## config.mk

```make
export PLATFORM = sky130hd
export DESIGN_NAME = burst_sram
export DESIGN_NICKNAME = d
export VERILOG_FILES = /design/src/rtl/burst_sram.sv
export SDC_FILE = /design/constraint.sdc
export NUM_CORES = 1
export LEC_CHECK = 0
export BUFFER_PORTS_ARGS = -buffer_cell sky130_fd_sc_hd__buf_2
export CAP_MARGIN = 20
export CORE_MARGIN = 2
export CORE_UTILIZATION = 42
export CTS_BUF_LIST = sky130_fd_sc_hd__clkbuf_4
export DETAILED_ROUTE_END_ITERATION = 10
export SETUP_SLACK_MARGIN = 0.15
export SYNTH_ARGS = -nofsm -noshare
export SYNTH_HDL_FRONTEND = slang
export SYNTH_SLANG_ARGS = --single-unit
```

## constraint.sdc

```tcl
create_clock -name clk -period 7.15 [get_ports clk]
set_input_delay 0.3575 -clock clk [delete_from_list [all_inputs] [get_ports clk]]
set_output_delay 0.3575 -clock clk [all_outputs]
set_load 0.02 [all_outputs]
```

## src/rtl/burst_sram.sv

```systemverilog
module burst_sram #(
  parameter int ADDR_W = 6,
  parameter int LANE_W = 9
) (
  input  logic                  clk,
  input  logic                  rst_n,
  input  logic [ADDR_W-1:0]     addr,
  input  logic                  ce1_n,
  input  logic                  ce2,
  input  logic                  ce3_n,
  input  logic                  adsp_n,
  input  logic                  adsc_n,
  input  logic                  adv_n,
  input  logic                  gw_n,
  input  logic                  bwe_n,
  input  logic [1:0]            bw_n,
  input  logic                  order_il,
  input  logic                  oe_n,
  input  logic                  sleep,
  input  logic [2*LANE_W-1:0]   din,
  output logic [2*LANE_W-1:0]   dout,
  output logic                  dout_en
);
  localparam int WORD_W = 2 * LANE_W;
  localparam int DEPTH  = 1 << ADDR_W;
  localparam int HI_W   = ADDR_W - 2;

  logic [WORD_W-1:0] mem [DEPTH];
  logic [HI_W-1:0]   hi_q;
  logic [1:0]        base_q, beat_q;
  logic              active_q, rd_q;
  logic [WORD_W-1:0] dout_q;

  function automatic logic [1:0] beat_off(input logic [1:0] s, input logic [1:0] b, input logic il);
    return il ? (s ^ b) : (s + b);
  endfunction

  wire sel   = !ce1_n && ce2 && !ce3_n;
  wire p_go  = !sleep && !adsp_n && !ce1_n;
  wire c_go  = !sleep && !p_go && !adsc_n;
  wire go    = p_go || c_go;
  wire cont  = !sleep && !go && active_q;

  wire [1:0]        beat_nx = beat_q + {1'b0, !adv_n};
  wire [1:0]        acc_off = beat_off(base_q, beat_nx, order_il);
  wire [ADDR_W-1:0] acc_a   = go ? addr : {hi_q, acc_off};
  wire              acc     = (go && sel) || cont;
  wire [1:0]        lane_we = {2{!gw_n}} | ({2{!bwe_n}} & ~bw_n);
  wire              wr      = acc && !p_go && (lane_we != 2'b00);

  always_ff @(posedge clk) begin
    for (int i = 0; i < 2; i++)
      if (wr && lane_we[i]) mem[acc_a][i*LANE_W +: LANE_W] <= din[i*LANE_W +: LANE_W];
    if (acc && !wr) dout_q <= mem[acc_a];
  end

  always_ff @(posedge clk or negedge rst_n) begin
    if (!rst_n) begin
      active_q <= 1'b0;
      rd_q     <= 1'b0;
      hi_q     <= '0;
      base_q   <= '0;
      beat_q   <= '0;
    end else if (sleep) begin
      rd_q <= 1'b0;
    end else begin
      rd_q <= acc && !wr;
      if (go) begin
        active_q <= sel;
        if (sel) begin
          hi_q   <= addr[ADDR_W-1:2];
          base_q <= addr[1:0];
          beat_q <= 2'd0;
        end
      end else if (cont) begin
        beat_q <= beat_nx;
      end
    end
  end

  assign dout    = dout_q;
  assign dout_en = rd_q && !oe_n;
endmodule


```

==> summary.md <==
| Metric | Value |
|---|---|
| H-tree levels | 5 |
| WL/cell | 27.20 um |
| CTS Buffer Depth | 4 |
| Distinct cells, synth | 83 |
| Worst flop-to-flop path endpoint | dout[14]$_DFFE_PP_ |
| FF+latch count, synth | 1,180 |
| Reg2Reg Launch Point | beat_q[0]$_DFFE_PN0P_ |
| RSZ-0062 raised after global routing | false |
| IO buf count | 57 |
| Grt total ovfl | 0 |
| Required @ worst endpoint | 7.95 ns |
| Vias per std cell | 5.901 |
| Fin Setup TNS | 0 ns |
| Slew headroom | 0.2038 |
| Slew Viols, Final | 0 |
| Hold Crit Class | in -> reg |
| Most used flip-flop cell after synthesis | edfxtp_1 |
| Critical path endpoint category | register |
| Setup violators final | 0 |
| Clock skew | 0.06302 ns |
| Fill cells | 9,424 |
| Mapped Cells | 3,136 |
| Dpl hpwl | 83,300 um |
| Multi-input logic area | 0.009913 mm2 |
| Via count | 29,824 |
| Post-synth EDFFs | 1,170 |
| WHS Endpoint | beat_q[1]$_DFFE_PN0P_ |
| Minimum clock period | 4.850 ns |
| Final period util | 0.6783 |
| Power Density | 318.3 mW/mm2 |
| Worst Path Arrival | 5.65 ns |
| Register area share after synthesis | 0.7660 |
| Maximum vdd ir drop | 0.0002260 V |
| WHS | 0.09245 ns |
| Number of global-route vias before repair | 28,626 |
| Initial Util | 0.4238 |
| Die width | 335.6 um |
| Initial DRT Pass Iterations | 6 |
| Register-to-register setup slack | 2.30 ns |
| All-Layer GR Usage | 0.2429 |
| Fmax | 206.2 MHz |
| Area grow syn2layout | 13.10% |
| # DRC | 0 |
| Core area | 0.1090 mm2 |
| Average cell area after synthesis | 14.73 um2 |
| I/O Pins | 58 |
| Final net count | 3,495 |
| Total CTS buffers | 311 |
| Endpoints failing hold | 0 |
| First-pass GRT wire length | 198,100 um |
| Final GP Congestion | 0.9036 |
| Status | finished, final reports clean |
| Num rows | 121 |
| Die height | 335.6 um |
| Mapped Area | 0.04619 mm2 |
| Share of cells above drive strength 1 | 0.1799 |
| Sequential Area | 0.03538 mm2 |
| Ys Warns | 0 |
| Hold Path Stages | 5 |
| TritonCTS clock tree | done |
| Clock transition at path regs | 0.06 ns |
| R2R depth | 12 |
| Initial antenna violation count | 5 |
| Largest net degree at the start of global routing | 150 |
| Lkg Pwr | 0.01744 uW |
| Setup crit start kind | register |
| CTS root buf | clkbuf_4 |
| Hold wc startpoint | adsp_n |
| Max-cap violations | 0 |
| Ys async rst share | 0.008475 |
| Antenna-violating nets left | 0 |
| Crit path kind | reg -> reg |
| CTS sink count | 1,180 |
| WL final | 137,500 um |
| Clock latency on the worst-skew pair | 1.17 ns |
| Iteration-0 DRC Markers | 4,065 |
| Synth Net Count | 3,177 |
| Worst-Margin Slew | 1.190 ns |
| Die ar. | 0.1127 mm2 |
| Worst-path fanout max | 11 |
-- worst max path at each step --
| stage | from | end | slack, ns | cells past startpoint |
|---|---|---|---|---|
| 6_report | beat_q[0]$_DFFE_PN0P_ | dout[14]$_DFFE_PP_ | 2.30 | 12 |
| 5_1_grt | beat_q[0]$_DFFE_PN0P_ | dout[14]$_DFFE_PP_ | 2.18 | 12 |
| 4_1_cts | beat_q[0]$_DFFE_PN0P_ | dout[14]$_DFFE_PP_ | 1.73 | 10 |
| 3_5_place_dp | adv_n | dout[14]$_DFFE_PP_ | 1.63 | 12 |
| 3_3_place_gp | adv_n | dout[12]$_DFFE_PP_ | 1.64 | 12 |
| 2_1_floorplan | adv_n | mem[35][0]$_DFFE_PP_ | 3.75 | 12 |
-- final cells by class --
class / instances / share of cell area
diodes: 4 / 0.0001916
clock buffers: 429 / 0.06164
clock inverters: 66 / 0.007448
inverters: 8 / 0.0005747
multi-input cells: 1755 / 0.1897
flip-flops and latches: 1180 / 0.6772
well taps: 1414 / 0.03386
repair buffers: 198 / 0.02931
-- power breakdown --
| group | switching, uW | internal (uW) |
|---|---|---|
| Sequential | 27.5 | 7660 |
| Combinational | 2470 | 906 |
| Clock | 2650 | 2920 |
-- worst max-delay path, stage by stage (launching register included) --
cell and delay, ns:
dfrtp_1 0.38, ha_1 0.30, ha_1 0.19, nand2b_1 0.09, xnor3_1 0.58, a41oi_2 0.44
buf_4 0.26, nor2_1 0.21, buf_4 0.30, a22o_1 0.19, a221o_1 0.35, nor4_1 0.93
nand4_1 0.28
-- sequential cells by signal (all words and copies together), names as in the netlist --
name	flops
mem	1152
hi_q	4
base_q	2
active_q	1
rd_q	1
dout	18
beat_q	2
-- repair_timing --
action / CTS / global route
endpoints found under the hold margin: 1190 / 0
resized for setup: 0 / 0
buffers inserted: 0 / 0
hold buffers: 34 / 0
-- cell families (layout without fill, tap and decap cells) --
kind of cell	after synthesis	after routing	synth area share
simple gates	1151	1151	0.1087
compound gates	522	522	0.08513
buf+inv	201	701	0.02191
mux	78	78	0.01701
other cells	0	4	0
flops	1180	1180	0.7660
xor+xnor	2	2	0.0006771
fa+ha+maj	2	2	0.0005416
-- metrics by stage --
stage               instances  total power, uW  setup WS [ns]  instance area, um2    util
floorplan                3136             9776          3.752               46190       -
global placement         4510            11110          1.639               48160  0.4419
detailed placement       4516            11120          1.633               48220  0.4424
CTS                      5045            16650          1.729               52170  0.4786
global route             5053            17220          2.177               52250  0.4793
finish                   5054            16630          2.300               52250  0.4793
-- cells in the mapped netlist (7+ instances only) --
| cell type | n | area share |
|---|---|---|
| nor2_1 | 194 | 0.016 |
| a211oi_1 | 14 | 0.0023 |
| a2111oi_0 | 7 | 0.0013 |
| a21oi_1 | 57 | 0.0062 |
| nand3_1 | 251 | 0.027 |
| inv_1 | 8 | 0.00065 |
| dfrtp_1 | 10 | 0.0054 |
| nand4_1 | 28 | 0.0038 |
| clkbuf_1 | 63 | 0.0051 |
| a32oi_1 | 23 | 0.0044 |
| a22o_1 | 21 | 0.0040 |
| nand2_1 | 575 | 0.047 |
| buf_6 | 9 | 0.0022 |
| a31oi_1 | 41 | 0.0056 |
| o22ai_1 | 60 | 0.0081 |
| a22oi_1 | 174 | 0.028 |
| mux2i_1 | 74 | 0.016 |
| nor4_1 | 15 | 0.0020 |
| a32o_1 | 14 | 0.0030 |
| nor3_1 | 11 | 0.0012 |
| buf_4 | 22 | 0.0036 |
| a221oi_1 | 20 | 0.0038 |
| or4_1 | 7 | 0.0011 |
| buf_1 | 25 | 0.0020 |
| and3_1 | 37 | 0.0050 |
| o21ai_0 | 26 | 0.0028 |
| buf_2 | 71 | 0.0077 |
| edfxtp_1 | 1170 | 0.76 |
-- layer usage --
metal / vias to the layer above / wire length, um / GRT usage
met3: 292 / 13450 / 0.05030
met4: 0 / 5604 / 0.1143
met2: 1748 / 63260 / 0.3691
met1: 14846 / 55160 / 0.3354
li1: 12938 / - / -
met5: - / 0 / 0
-- cell usage in the layout, fill, tap and decap left out, types with 14 or more instances in the layout --
| cell type | Yosys | layout |
|---|---|---|
| edfxtp_1 | 1170 | 1170 |
| nand2_1 | 575 | 574 |
| clkbuf_4 | 0 | 429 |
| nand3_1 | 251 | 251 |
| nor2_1 | 194 | 192 |
| a22oi_1 | 174 | 174 |
| buf_4 | 22 | 94 |
| mux2i_1 | 74 | 74 |
| o22ai_1 | 60 | 60 |
| buf_2 | 71 | 58 |
| a21oi_1 | 57 | 55 |
| clkinv_1 | 0 | 49 |
| a31oi_1 | 41 | 41 |
| and3_1 | 37 | 37 |
| dlygate4sd3_1 | 0 | 34 |
| nand4_1 | 28 | 28 |
| o21ai_0 | 26 | 26 |
| a32oi_1 | 23 | 23 |
| a22o_1 | 21 | 21 |
| a221oi_1 | 20 | 20 |
| nor4_1 | 15 | 15 |
| a32o_1 | 14 | 14 |
| a211oi_1 | 14 | 14 |
Power figures use the tool's default switching activity.
